$ cat src/rtl/cvtr_sup_pkg.sv
package cvtr_sup_pkg;

  typedef enum logic [2:0] {
    ST_POR   = 3'd0,
    ST_START = 3'd1,
    ST_RUN   = 3'd2,
    ST_HOLD  = 3'd3,
    ST_LOCK  = 3'd4
  } supState_t;

  typedef enum logic [1:0] {
    CAUSE_NONE = 2'd0,
    CAUSE_LOWV = 2'd1,
    CAUSE_OVP  = 2'd2,
    CAUSE_HOT  = 2'd3
  } stopCause_t;

  // control -> datapath
  typedef struct packed {
    logic armFilters;
    logic armShort;
  } ctrlStrobe_t;

  // datapath -> control
  typedef struct packed {
    logic lowvHit;
    logic ovpHit;
    logic hotHit;
    logic shortHit;
  } dpFlags_t;

  localparam int NUM_FILT = 3;
  localparam int IDX_LOWV = 0;
  localparam int IDX_OVP  = 1;
  localparam int IDX_HOT  = 2;

endpackage

$ cat src/rtl/cvtr_sup_dp.sv
module cvtr_sup_dp
  import cvtr_sup_pkg::*;
#(
  parameter int LOWV_CYC    = 100000,
  parameter int OVP_CYC     = 330000,
  parameter int HOT_CYC     = 100000,
  parameter int PULSE_LIMIT = 4
) (
  input  logic                clk,
  input  logic                rstN,
  input  ctrlStrobe_t         strobe,
  input  logic [NUM_FILT-1:0] filtCond,
  input  logic                cs1Strobe,
  input  logic                cs1OverShort,
  output dpFlags_t            flags
);

  localparam int MAX_AB  = (LOWV_CYC > OVP_CYC) ? LOWV_CYC : OVP_CYC;
  localparam int MAX_LIM = (MAX_AB > HOT_CYC) ? MAX_AB : HOT_CYC;
  localparam int CW      = $clog2(MAX_LIM + 1);
  localparam int SW      = $clog2(PULSE_LIMIT + 1);
  localparam int LIMS [NUM_FILT] = '{LOWV_CYC, OVP_CYC, HOT_CYC};

  logic [NUM_FILT-1:0] filtHit;

  // One saturating qualification counter per filtered fault
  for (genvar g = 0; g < NUM_FILT; g++) begin : g_filt
    logic [CW-1:0] cnt;

    always_ff @(posedge clk or negedge rstN) begin
      if (!rstN)
        cnt <= '0;
      else if (!strobe.armFilters || !filtCond[g])
        cnt <= '0;
      else if (cnt != CW'(LIMS[g]))
        cnt <= cnt + CW'(1);
    end

    assign filtHit[g] = (cnt == CW'(LIMS[g]));

    p_filt_bound_r11: assert property (@(posedge clk) disable iff (!rstN)
      cnt <= CW'(LIMS[g]));
    p_filt_restart_r11: assert property (@(posedge clk) disable iff (!rstN)
      (strobe.armFilters && !filtCond[g]) |=> (cnt == '0));
  end

  // Consecutive winding-short pulse counter
  logic [SW-1:0] shortCnt;

  always_ff @(posedge clk or negedge rstN) begin
    if (!rstN)
      shortCnt <= '0;
    else if (!strobe.armShort)
      shortCnt <= '0;
    else if (cs1Strobe) begin
      if (!cs1OverShort)
        shortCnt <= '0;
      else if (shortCnt != SW'(PULSE_LIMIT))
        shortCnt <= shortCnt + SW'(1);
    end
  end

  p_no_overflow_r3: assert property (@(posedge clk) disable iff (!rstN)
    shortCnt <= SW'(PULSE_LIMIT));
  p_short_clear_r4: assert property (@(posedge clk) disable iff (!rstN)
    (strobe.armShort && cs1Strobe && !cs1OverShort) |=> (shortCnt == '0));
  p_short_hold_r3: assert property (@(posedge clk) disable iff (!rstN)
    (strobe.armShort && !cs1Strobe) |=> $stable(shortCnt));

  assign flags.lowvHit  = filtHit[IDX_LOWV];
  assign flags.ovpHit   = filtHit[IDX_OVP];
  assign flags.hotHit   = filtHit[IDX_HOT];
  assign flags.shortHit = (shortCnt == SW'(PULSE_LIMIT));

endmodule

$ cat src/rtl/cvtr_sup_ctrl.sv
module cvtr_sup_ctrl
  import cvtr_sup_pkg::*;
(
  input  logic        clk,
  input  logic        rstN,
  input  logic        vccAboveOn,
  input  logic        vccAboveRst,
  input  logic        ovpUnderLower,
  input  logic        ovpUnderUv,
  input  logic        cs2Open,
  input  logic        overTemp,
  input  dpFlags_t    flags,
  output supState_t   state,
  output ctrlStrobe_t strobe
);

  supState_t  stateNxt;
  stopCause_t cause, causeNxt;
  logic       startOk;
  logic       releaseOk;

  assign startOk = vccAboveOn && !ovpUnderUv && !overTemp;

  always_comb begin
    unique case (cause)
      CAUSE_LOWV: releaseOk = vccAboveOn;
      CAUSE_OVP:  releaseOk = vccAboveOn && ovpUnderLower;
      CAUSE_HOT:  releaseOk = vccAboveOn && !overTemp;
      default:    releaseOk = vccAboveOn;
    endcase
  end

  always_comb begin
    stateNxt = state;
    causeNxt = cause;
    unique case (state)
      ST_POR:   stateNxt = ST_START;
      ST_START: if (startOk) stateNxt = ST_RUN;
      ST_RUN: begin
        if (ovpUnderUv || cs2Open || flags.shortHit) begin
          stateNxt = ST_LOCK;
        end else if (flags.lowvHit) begin
          stateNxt = ST_HOLD;
          causeNxt = CAUSE_LOWV;
        end else if (flags.ovpHit) begin
          stateNxt = ST_HOLD;
          causeNxt = CAUSE_OVP;
        end else if (flags.hotHit) begin
          stateNxt = ST_HOLD;
          causeNxt = CAUSE_HOT;
        end
      end
      ST_HOLD: if (releaseOk) stateNxt = ST_START;
      ST_LOCK: stateNxt = ST_LOCK;
      default: stateNxt = ST_POR;
    endcase
    if (!vccAboveRst) begin
      stateNxt = ST_POR;
      causeNxt = CAUSE_NONE;
    end
  end

  always_ff @(posedge clk or negedge rstN) begin
    if (!rstN) begin
      state <= ST_POR;
      cause <= CAUSE_NONE;
    end else begin
      state <= stateNxt;
      cause <= causeNxt;
    end
  end

  assign strobe.armFilters = (state == ST_RUN);
  assign strobe.armShort   = (state == ST_RUN);

  p_start_gate_r1: assert property (@(posedge clk) disable iff (!rstN)
    (state == ST_RUN && $past(state) == ST_START)
      |-> $past(vccAboveOn && !ovpUnderUv && !overTemp));
  p_por_return_r9: assert property (@(posedge clk) disable iff (!rstN)
    !vccAboveRst |=> (state == ST_POR));
  p_lock_hold_r3: assert property (@(posedge clk) disable iff (!rstN)
    (state == ST_LOCK && vccAboveRst) |=> (state == ST_LOCK));
  p_uv_lock_r7: assert property (@(posedge clk) disable iff (!rstN)
    (state == ST_RUN && vccAboveRst && ovpUnderUv) |=> (state == ST_LOCK));
  p_cs2_lock_r5: assert property (@(posedge clk) disable iff (!rstN)
    (state == ST_RUN && vccAboveRst && cs2Open) |=> (state == ST_LOCK));
  p_ovp_release_r6: assert property (@(posedge clk) disable iff (!rstN)
    (state == ST_HOLD && cause == CAUSE_OVP && vccAboveRst
      && !(ovpUnderLower && vccAboveOn)) |=> (state == ST_HOLD));
  p_hot_release_r8: assert property (@(posedge clk) disable iff (!rstN)
    (state == ST_HOLD && cause == CAUSE_HOT && vccAboveRst && overTemp)
      |=> (state == ST_HOLD));

endmodule

$ cat src/rtl/cvtr_supervisor.sv
module cvtr_supervisor
  import cvtr_sup_pkg::*;
#(
  parameter int LOWV_CYC    = 100000,
  parameter int OVP_CYC     = 330000,
  parameter int HOT_CYC     = 100000,
  parameter int PULSE_LIMIT = 4
) (
  input  logic       clk,
  input  logic       rstN,
  input  logic       vccAboveOn,
  input  logic       vccAboveOff,
  input  logic       vccAboveRst,
  input  logic       ovpOverUpper,
  input  logic       ovpUnderLower,
  input  logic       ovpUnderUv,
  input  logic       cs1Strobe,
  input  logic       cs1OverShort,
  input  logic       cs2Open,
  input  logic       overTemp,
  output logic       swEnable,
  output logic       faultLatched,
  output logic [2:0] stateCode
);

  supState_t           state;
  ctrlStrobe_t         strobe;
  dpFlags_t            flags;
  logic [NUM_FILT-1:0] filtCond;

  assign filtCond[IDX_LOWV] = !vccAboveOff;
  assign filtCond[IDX_OVP]  = ovpOverUpper;
  assign filtCond[IDX_HOT]  = overTemp;

  cvtr_sup_ctrl u_ctrl (
    .clk          (clk),
    .rstN         (rstN),
    .vccAboveOn   (vccAboveOn),
    .vccAboveRst  (vccAboveRst),
    .ovpUnderLower(ovpUnderLower),
    .ovpUnderUv   (ovpUnderUv),
    .cs2Open      (cs2Open),
    .overTemp     (overTemp),
    .flags        (flags),
    .state        (state),
    .strobe       (strobe)
  );

  cvtr_sup_dp #(
    .LOWV_CYC   (LOWV_CYC),
    .OVP_CYC    (OVP_CYC),
    .HOT_CYC    (HOT_CYC),
    .PULSE_LIMIT(PULSE_LIMIT)
  ) u_dp (
    .clk         (clk),
    .rstN        (rstN),
    .strobe      (strobe),
    .filtCond    (filtCond),
    .cs1Strobe   (cs1Strobe),
    .cs1OverShort(cs1OverShort),
    .flags       (flags)
  );

  assign swEnable     = (state == ST_RUN);
  assign faultLatched = (state == ST_LOCK);
  assign stateCode    = state;

  p_excl_out_r10: assert property (@(posedge clk) disable iff (!rstN)
    !(swEnable && faultLatched));

endmodule

$ cat config.mk
export PLATFORM = sky130hd
export DESIGN_NAME = cvtr_supervisor
export DESIGN_NICKNAME = d
export VERILOG_FILES = /design/src/rtl/cvtr_sup_pkg.sv /design/src/rtl/cvtr_sup_dp.sv /design/src/rtl/cvtr_sup_ctrl.sv /design/src/rtl/cvtr_supervisor.sv
export SDC_FILE = /design/constraint.sdc
export NUM_CORES = 1
export LEC_CHECK = 0
export CAP_MARGIN = 20
export CORE_MARGIN = 3
export CORE_UTILIZATION = 62
export DETAILED_ROUTE_END_ITERATION = 16
export DONT_BUFFER_PORTS = 1
export GPL_TIMING_DRIVEN = 0
export PLACE_DENSITY = 0.78
export SLEW_MARGIN = 5
export SYNTH_ARGS = -nofsm -noshare
export SYNTH_HDL_FRONTEND = slang
export SYNTH_HIERARCHICAL = 1
export SYNTH_SLANG_ARGS = --single-unit
export TNS_END_PERCENT = 100
$ cat constraint.sdc
create_clock -name clk -period 3.14 [get_ports clk]
set_input_delay 0.157 -clock clk [delete_from_list [all_inputs] [get_ports clk]]
set_output_delay 0.157 -clock clk [all_outputs]
set_load 0.01 [all_outputs]
==> reports/summary.txt, run 1 <==
Status -> completed
CTS Buf Count -> 9
CTS tree -> done
Skew final -> 0.00590 ns
Die area -> 0.00689 sq mm
Peak Freq -> 0.415 GHz
Vias in the first global route -> 2949
Global placer's final weighted congestion -> 0.863
RSZ-0062 raised after global routing -> false
Post_cts resized -> 0
Max Transition Viols Final -> 0
Post-synthesis compound-gate area fraction -> 0.114
CTS Sinks -> 65
Hold WS -> 0.0458 ns
Adder-Cell Fraction of Synth Area -> 0.0272
Critical Path End Type -> flip-flop
Leak -> 0.00162 uW
Worst hold path type -> primary input to flip-flop
Final setup fails -> 0
Yosys top cell area share -> 0.442
WP data arrival -> 2.61 ns
Tot GR Track Use -> 0.242
PortBufs -> 0
Routed length per instance -> 16.1 um
Mux contribution to synthesized area -> 0.0136
Routed Antenna Nets -> 0
Most frequent cells in the layout -> dfrtp_1 (65), nor2_1 (47), nand2_1 (36)
Yosys cell types -> 56
Synth-to-Final Area Change -> 9.29%
Sequential share of power -> 0.551
Mapped cell area -> 0.00368 sq mm
Clk pin slew, worst setup/hold paths -> 0.07 ns
Die Wd -> 83.0 um
Clock tree root driver cell -> clkbuf_8
Fraction of layout cells with a size suffix above 1 -> 0.0743
First-pass GRT wire length -> 13.8 mm
Sw Ratio -> 0.230
TNS Setup -> 0 ns
HPWL after DPL -> 5.44 mm
Switching power -> 355 uW
Post-synth ARST share -> 1.00
PD cells -> 385 mW/mm^2
Post-synth top flop -> dfrtp_1
Iter 0 DRT Violations -> 213
Max-capacitance violation count -> 0
Synthesized area per cell -> 9.31 sq um
Detailed-route DRC error count -> 0
Nature of the critical path startpoint -> flip-flop
Post-synthesis xor/xnor area fraction -> 0.0714
Grt ovf -> 0
Commonest non-fill, non-tap cell in the layout -> dfrtp_1
Die height -> 83.0 um
Worst Path Max Fanout -> 7
Post-synth EDFFs -> 0
Int Pwr -> 1190 uW
IO Pins -> 17
Top cells by area, synth -> dfrtp_1 (44%), nor2_1 (4.8%), xnor2_1 (3.8%)
Combinational power share -> 0.044
Inst Count DP -> 467
Clock power frac -> 0.406
Warnings, synthesis -> 6
Fin util -> 0.717
# nets final -> 432
Starting Density -> 0.656
Via/cell ratio -> 6.28
Largest net degree at the start of global routing -> 66
WL final -> 7.89 mm
Core Box Area -> 0.00561 sq mm
CP Class -> flip-flop to flip-flop
# diodes -> 0
Final worst path period share -> 0.767
Worst vdd ir -> 0.253 mV
# fillers -> 432
First drt pass iteration count -> 4
H-tree levels -> 3
Min cycle time layout -> 2.41 ns
Final Power -> 1550 uW
Final non-filler cell total -> 489
Worst slew margin -> 0.660
Yosys top cell by area -> dfrtp_1
Least-Margin Pin Slew -> 0.503 ns
Core Rows -> 27
Synth Area in Simple Gates -> 0.309
Critical path data required time -> 3.34 ns
Syn Nets -> 415
Largest family of logic cells by synthesized area -> simple AND/OR/NAND/NOR gates
Post-synthesis sequential area ratio -> 0.442
Skew-Pair Late Insertion Delay -> 0.33 ns
Initial antenna violation count -> 0
#FFs+latches synth -> 65
Gate Count Post-Synth -> 395
CTS max path bufs -> 2
DR vias -> 3072
Final hold vios -> 0
==> cells in the mapped netlist, types with 4 or more instances <==
master	n
dfrtp_1	65
nor2_1	47
nand2_1	36
nand3_1	23
nor3_1	16
xnor2_1	16
inv_1	15
a21oi_1	14
xor2_1	14
o21ai_0	9
a31oi_1	8
and3_1	8
ha_1	8
nand2b_1	8
nor4b_1	8
nand4_1	7
nor4_1	7
or4_1	7
a41o_1	6
o31ai_1	6
clkbuf_1	5
mux2i_1	5
and2_1	4
and4_1	4
nor3b_1	4
or3_1	4
==> sequential cells by signal, indices dropped and copies added (netlist names) <==
register / flops
u_ctrl/cause: 2
u_ctrl/state: 3
u_dp/g_filt.cnt: 57
u_dp/shortCnt: 3
==> stage by stage <==
| step | area (sq um) | setup WS (ns) |
|---|---|---|
| 2_1_floorplan | 3680 | 1.23 |
| 3_3_place_gp | 3770 | 0.837 |
| 3_5_place_dp | 3770 | 0.843 |
| 4_1_cts | 4020 | 0.774 |
| 5_1_grt | 4020 | 0.524 |
| 6_report | 4020 | 0.731 |
==> layer usage <==
layer,vias to the layer above,GRT usage,part of all wire
li1,1470,-,-
met1,1539,0.316,0.45
met2,57,0.402,0.51
met3,6,0.0397,0.029
met4,0,0.0966,0.011
met5,-,0,0
==> logic make-up (layout without fill, tap and decap cells) <==
group | count (synthesis) | count (layout)
buffers and inverters | 21 | 43
AND/OR/NAND/NOR | 204 | 204
XOR/XNOR | 30 | 30
flip-flops | 65 | 65
adder cells (fa/ha/maj) | 8 | 8
multiplexers | 5 | 5
AO/OA/AOI/OAI | 62 | 62
==> layout make-up <==
cell class              count  area (sq um)  share of cell area
plain buffers               6          26.3             0.00654
clock buffers              13           159              0.0395
clock inverters             3          15.0             0.00373
inverters                  15          56.3              0.0140
multi-input cells         309          1970               0.490
flip-flops and latches     65          1630               0.405
well taps                  72          90.1              0.0224
repair buffers              6          77.6              0.0193
==> power groups by stage <==
stage	Clock, uW	Sequential, uW	Combinational, uW
6_report	627	853	67.4
5_1_grt	687	853	75.8
4_1_cts	648	852	68.4
3_5_place_dp	0	868	43.0
3_3_place_gp	0	868	41.2
2_1_floorplan	0	866	33.8
==> what timing repair did <==
action,in CTS,in global routing
setup buffers,0,0
hold buffers,6,0
endpoints found under the hold margin,69,0
==> path summary, 6_finish.rpt <==
check / slack (ns) / end / from / depth (start not counted)
worst max-delay path: 0.73 / u_ctrl/state[0] / u_dp/g_filt[1].cnt[0] / 7
worst min-delay path: 0.05 / u_ctrl/state[0] / cs2Open / 3
worst max register to register: 0.73 / u_ctrl/state[0] / u_dp/g_filt[1].cnt[0] / 7
worst min register to register: 0.56 / u_dp/g_filt[0].cnt[18] / u_dp/g_filt[0].cnt[18] / 2
max in group asynchronous: 2.51 / u_dp/g_filt[0].cnt[14] / rstN / 2
min in group asynchronous: 0.35 / u_dp/g_filt[1].cnt[14] / rstN / 2
==> critical path, stage by stage, from the launching register on <==
cell	delay (ns)
dfrtp_1	0.45
inv_1	0.09
ha_1	0.13
nor4b_1	0.43
nor3b_1	0.50
or2_2	0.22
o31ai_1	0.06
a2111oi_1	0.41
(Power assumes the default switching activity.)
==> run 2: changes to the inputs <==
- clock period: 3.14 -> 2.53 ns (I/O delays scaled with it)
==> run 2 against run 1 <==
Effect of this change: sequential power rose by 24%; critical path type unchanged; critical endpoint unchanged; worst setup slack got worse by 0.48 ns; count of clock-buffer cells in the layout did not move; final area rose by 0.12%; largest cell class unchanged; clock skew barely moved; clock power rose by 24%.
==> reports/summary.txt, run 2 (same netlist as run 1, synthesis figures left out) <==
DR vias -> 3075 (+0.098%)
Peak Freq -> 0.438 GHz (+5.5%)
Worst vdd ir -> 0.315 mV (+25%)
Iter 0 DRT Violations -> 217 (+1.9%)
# diodes -> 0 (unchanged)
Final Cell Area -> 0.00403 sq mm (+0.12%)
Core Rows -> 27 (unchanged)
Worst-path cell chain -> inv_1 -> ha_1 -> nor4b_1 -> nand3_1 -> nor2_1 -> or2_2 -> o31ai_1 -> a2111oi_1
Area after DPL -> 0.00377 sq mm (unchanged)
Worst reg-to-reg path cell count -> 8 (+1)
Fin util -> 0.718 (+0.000893)
Slowest stage cell, crit path -> dfrtp_1
First drt pass iteration count -> 4 (unchanged)
Worst hold path type -> primary input to flip-flop
Status -> completed
WL final -> 7.89 mm (about the same)
Biggest register -> u_dp/g_filt.cnt
Routed Antenna Nets -> 0 (unchanged)
Largest register FFs -> 57 (unchanged)
Die height -> 83.0 um (unchanged)
Fraction of layout cells with a size suffix above 1 -> 0.0767 (+0.00240)
# nets final -> 432 (unchanged)
Grt ovf -> 0 (unchanged)
Min cycle time layout -> 2.28 ns (-0.127 ns)
CTS Buf Count -> 9 (unchanged)
CTS Sinks -> 65 (unchanged)
CTS max path bufs -> 2 (unchanged)
Die area -> 0.00689 sq mm (unchanged)
Largest net degree at the start of global routing -> 66 (unchanged)
CTS tree -> done
H-tree levels -> 3 (unchanged)
Skew-Pair Late Insertion Delay -> 0.33 ns (about the same)
Final worst path period share -> 0.902 (+0.135)
IO Pins -> 17 (unchanged)
Final hold vios -> 0 (unchanged)
Largest regs -> u_dp/g_filt.cnt: 57 flops, u_ctrl/state: 3 flops, u_dp/shortCnt: 3 flops
Via/cell ratio -> 6.29 (about the same)
PortBufs -> 0 (unchanged)
Pre-CTS setup slack -> 0.233 ns (-0.610 ns)
Final setup margin -> 0.247 ns (-0.483 ns)
Most frequent cells in the layout -> dfrtp_1 (65), nor2_1 (47), nand2_1 (36)
HPWL after DPL -> 5.44 mm (unchanged)
Clock tree root driver cell -> clkbuf_8
PD cells -> 477 mW/mm^2 (+24%)
Max Transition Viols Final -> 0 (unchanged)
Starting Density -> 0.656 (unchanged)
RSZ-0062 raised after global routing -> false
Critical path's top delay family -> simple AND/OR/NAND/NOR gates
Vias in the first global route -> 2949 (unchanged)
Global placer's final weighted congestion -> 0.863 (unchanged)
Die Wd -> 83.0 um (unchanged)
Synth-to-Final Area Change -> 9.42%
First-pass GRT wire length -> 13.8 mm (unchanged)
Post-CTS Setup Inserts -> 0 (unchanged)
Critical Path End Type -> flip-flop
Tot GR Track Use -> 0.242 (unchanged)
Nature of the critical path startpoint -> flip-flop
Skew final -> 0.00591 ns (+0.00000738 ns)
Least-Margin Pin Slew -> 0.482 ns (-0.0214 ns)
Worst slew margin -> 0.674 (+0.0144)
Critical path data required time -> 2.73 ns (-0.61 ns)
Cell depth of the worst setup path -> 8 (+1)
Max-capacitance violation count -> 0 (unchanged)
Crit path buf inv count -> 1 (unchanged)
CP Class -> flip-flop to flip-flop
Core Box Area -> 0.00561 sq mm (unchanged)
TNS Setup -> 0 ns (unchanged)
CP max stage delay -> 0.43 ns (-0.07 ns)
Clk pin slew, worst setup/hold paths -> 0.07 ns (about the same)
Hold Path Stages -> 3 (unchanged)
Commonest non-fill, non-tap cell in the layout -> dfrtp_1
Routed length per instance -> 16.1 um (about the same)
WP data arrival -> 2.49 ns (-0.12 ns)
Worst Path Max Fanout -> 5 (-2)
Final setup fails -> 0 (unchanged)
Hold WS -> 0.0150 ns (-0.0309 ns)
Detailed-route DRC error count -> 0 (unchanged)
Leak -> 0.00162 uW (+0.10%)
Initial antenna violation count -> 0 (unchanged)
run 2: cell counts in the layout (fill, tap and decap cells not counted):
No cell type changed its count.
run 2: per-stage QoR:
step	total power (uW)	std cells
after floorplan	1120	395
after global placement	1130	467
after detailed placement	1130	467
after CTS	1950	489
after global routing	2000	489
final	1920	489
run 2: report_power, final:
group	switching [uW]	leakage (uW)	total, uW	internal [uW]
Clock	375	0.0000932	780	405
Combinational	53.6	0.000622	83.7	30.1
Sequential	13.4	0.000905	1060	1040
run 2: layout make-up:
| cell class | count | area, sq um |
|---|---|---|
| multi-input combinational | 309 | 1970 |
| sequential | 65 | 1630 |
| clock buffer | 13 | 159 |
| inverter | 15 | 56.3 |
| buffer | 6 | 26.3 |
| clock inverter | 3 | 15.0 |
| fill | 431 | 1580 |
| timing repair buffer | 6 | 77.6 |
| tap | 72 | 90.1 |
run 2: worst paths after layout:
check	slack, ns	endpoint	from
worst min-delay path	0.01	u_ctrl/state[0]	cs2Open
min in group asynchronous	0.33	u_dp/g_filt[1].cnt[14]	rstN
worst max-delay path	0.25	u_ctrl/state[0]	u_dp/g_filt[2].cnt[0]
max in group asynchronous	1.93	u_dp/g_filt[0].cnt[14]	rstN
worst max register to register	0.25	u_ctrl/state[0]	u_dp/g_filt[2].cnt[0]
worst min register to register	0.56	u_dp/g_filt[0].cnt[18]	u_dp/g_filt[0].cnt[18]
run 2: worst register-to-register path: cells and delay by family, from the launching register on:
family / cells / cell delay [ns]
buffers and inverters: 1 / 0.10
flip-flops: 1 / 0.43
AO/OA/AOI/OAI: 2 / 0.47
AND/OR/NAND/NOR: 4 / 1.02
adder cells (fa/ha/maj): 1 / 0.14
run 2: metal layers:
layer	track usage	share of wire	vias up	routed length [um]
li1	-	-	1471	-
met1	0.316	0.45	1547	3590
met2	0.402	0.51	51	4010
met3	0.0397	0.026	6	208
met4	0.0966	0.011	0	88
met5	0	0	-	0
run 2: what timing repair did:
item,4_1_cts,5_1_grt
hold endpoints to repair,69,0
setup endpoints to repair,0,1
resized for setup,0,1
hold buffers,6,0
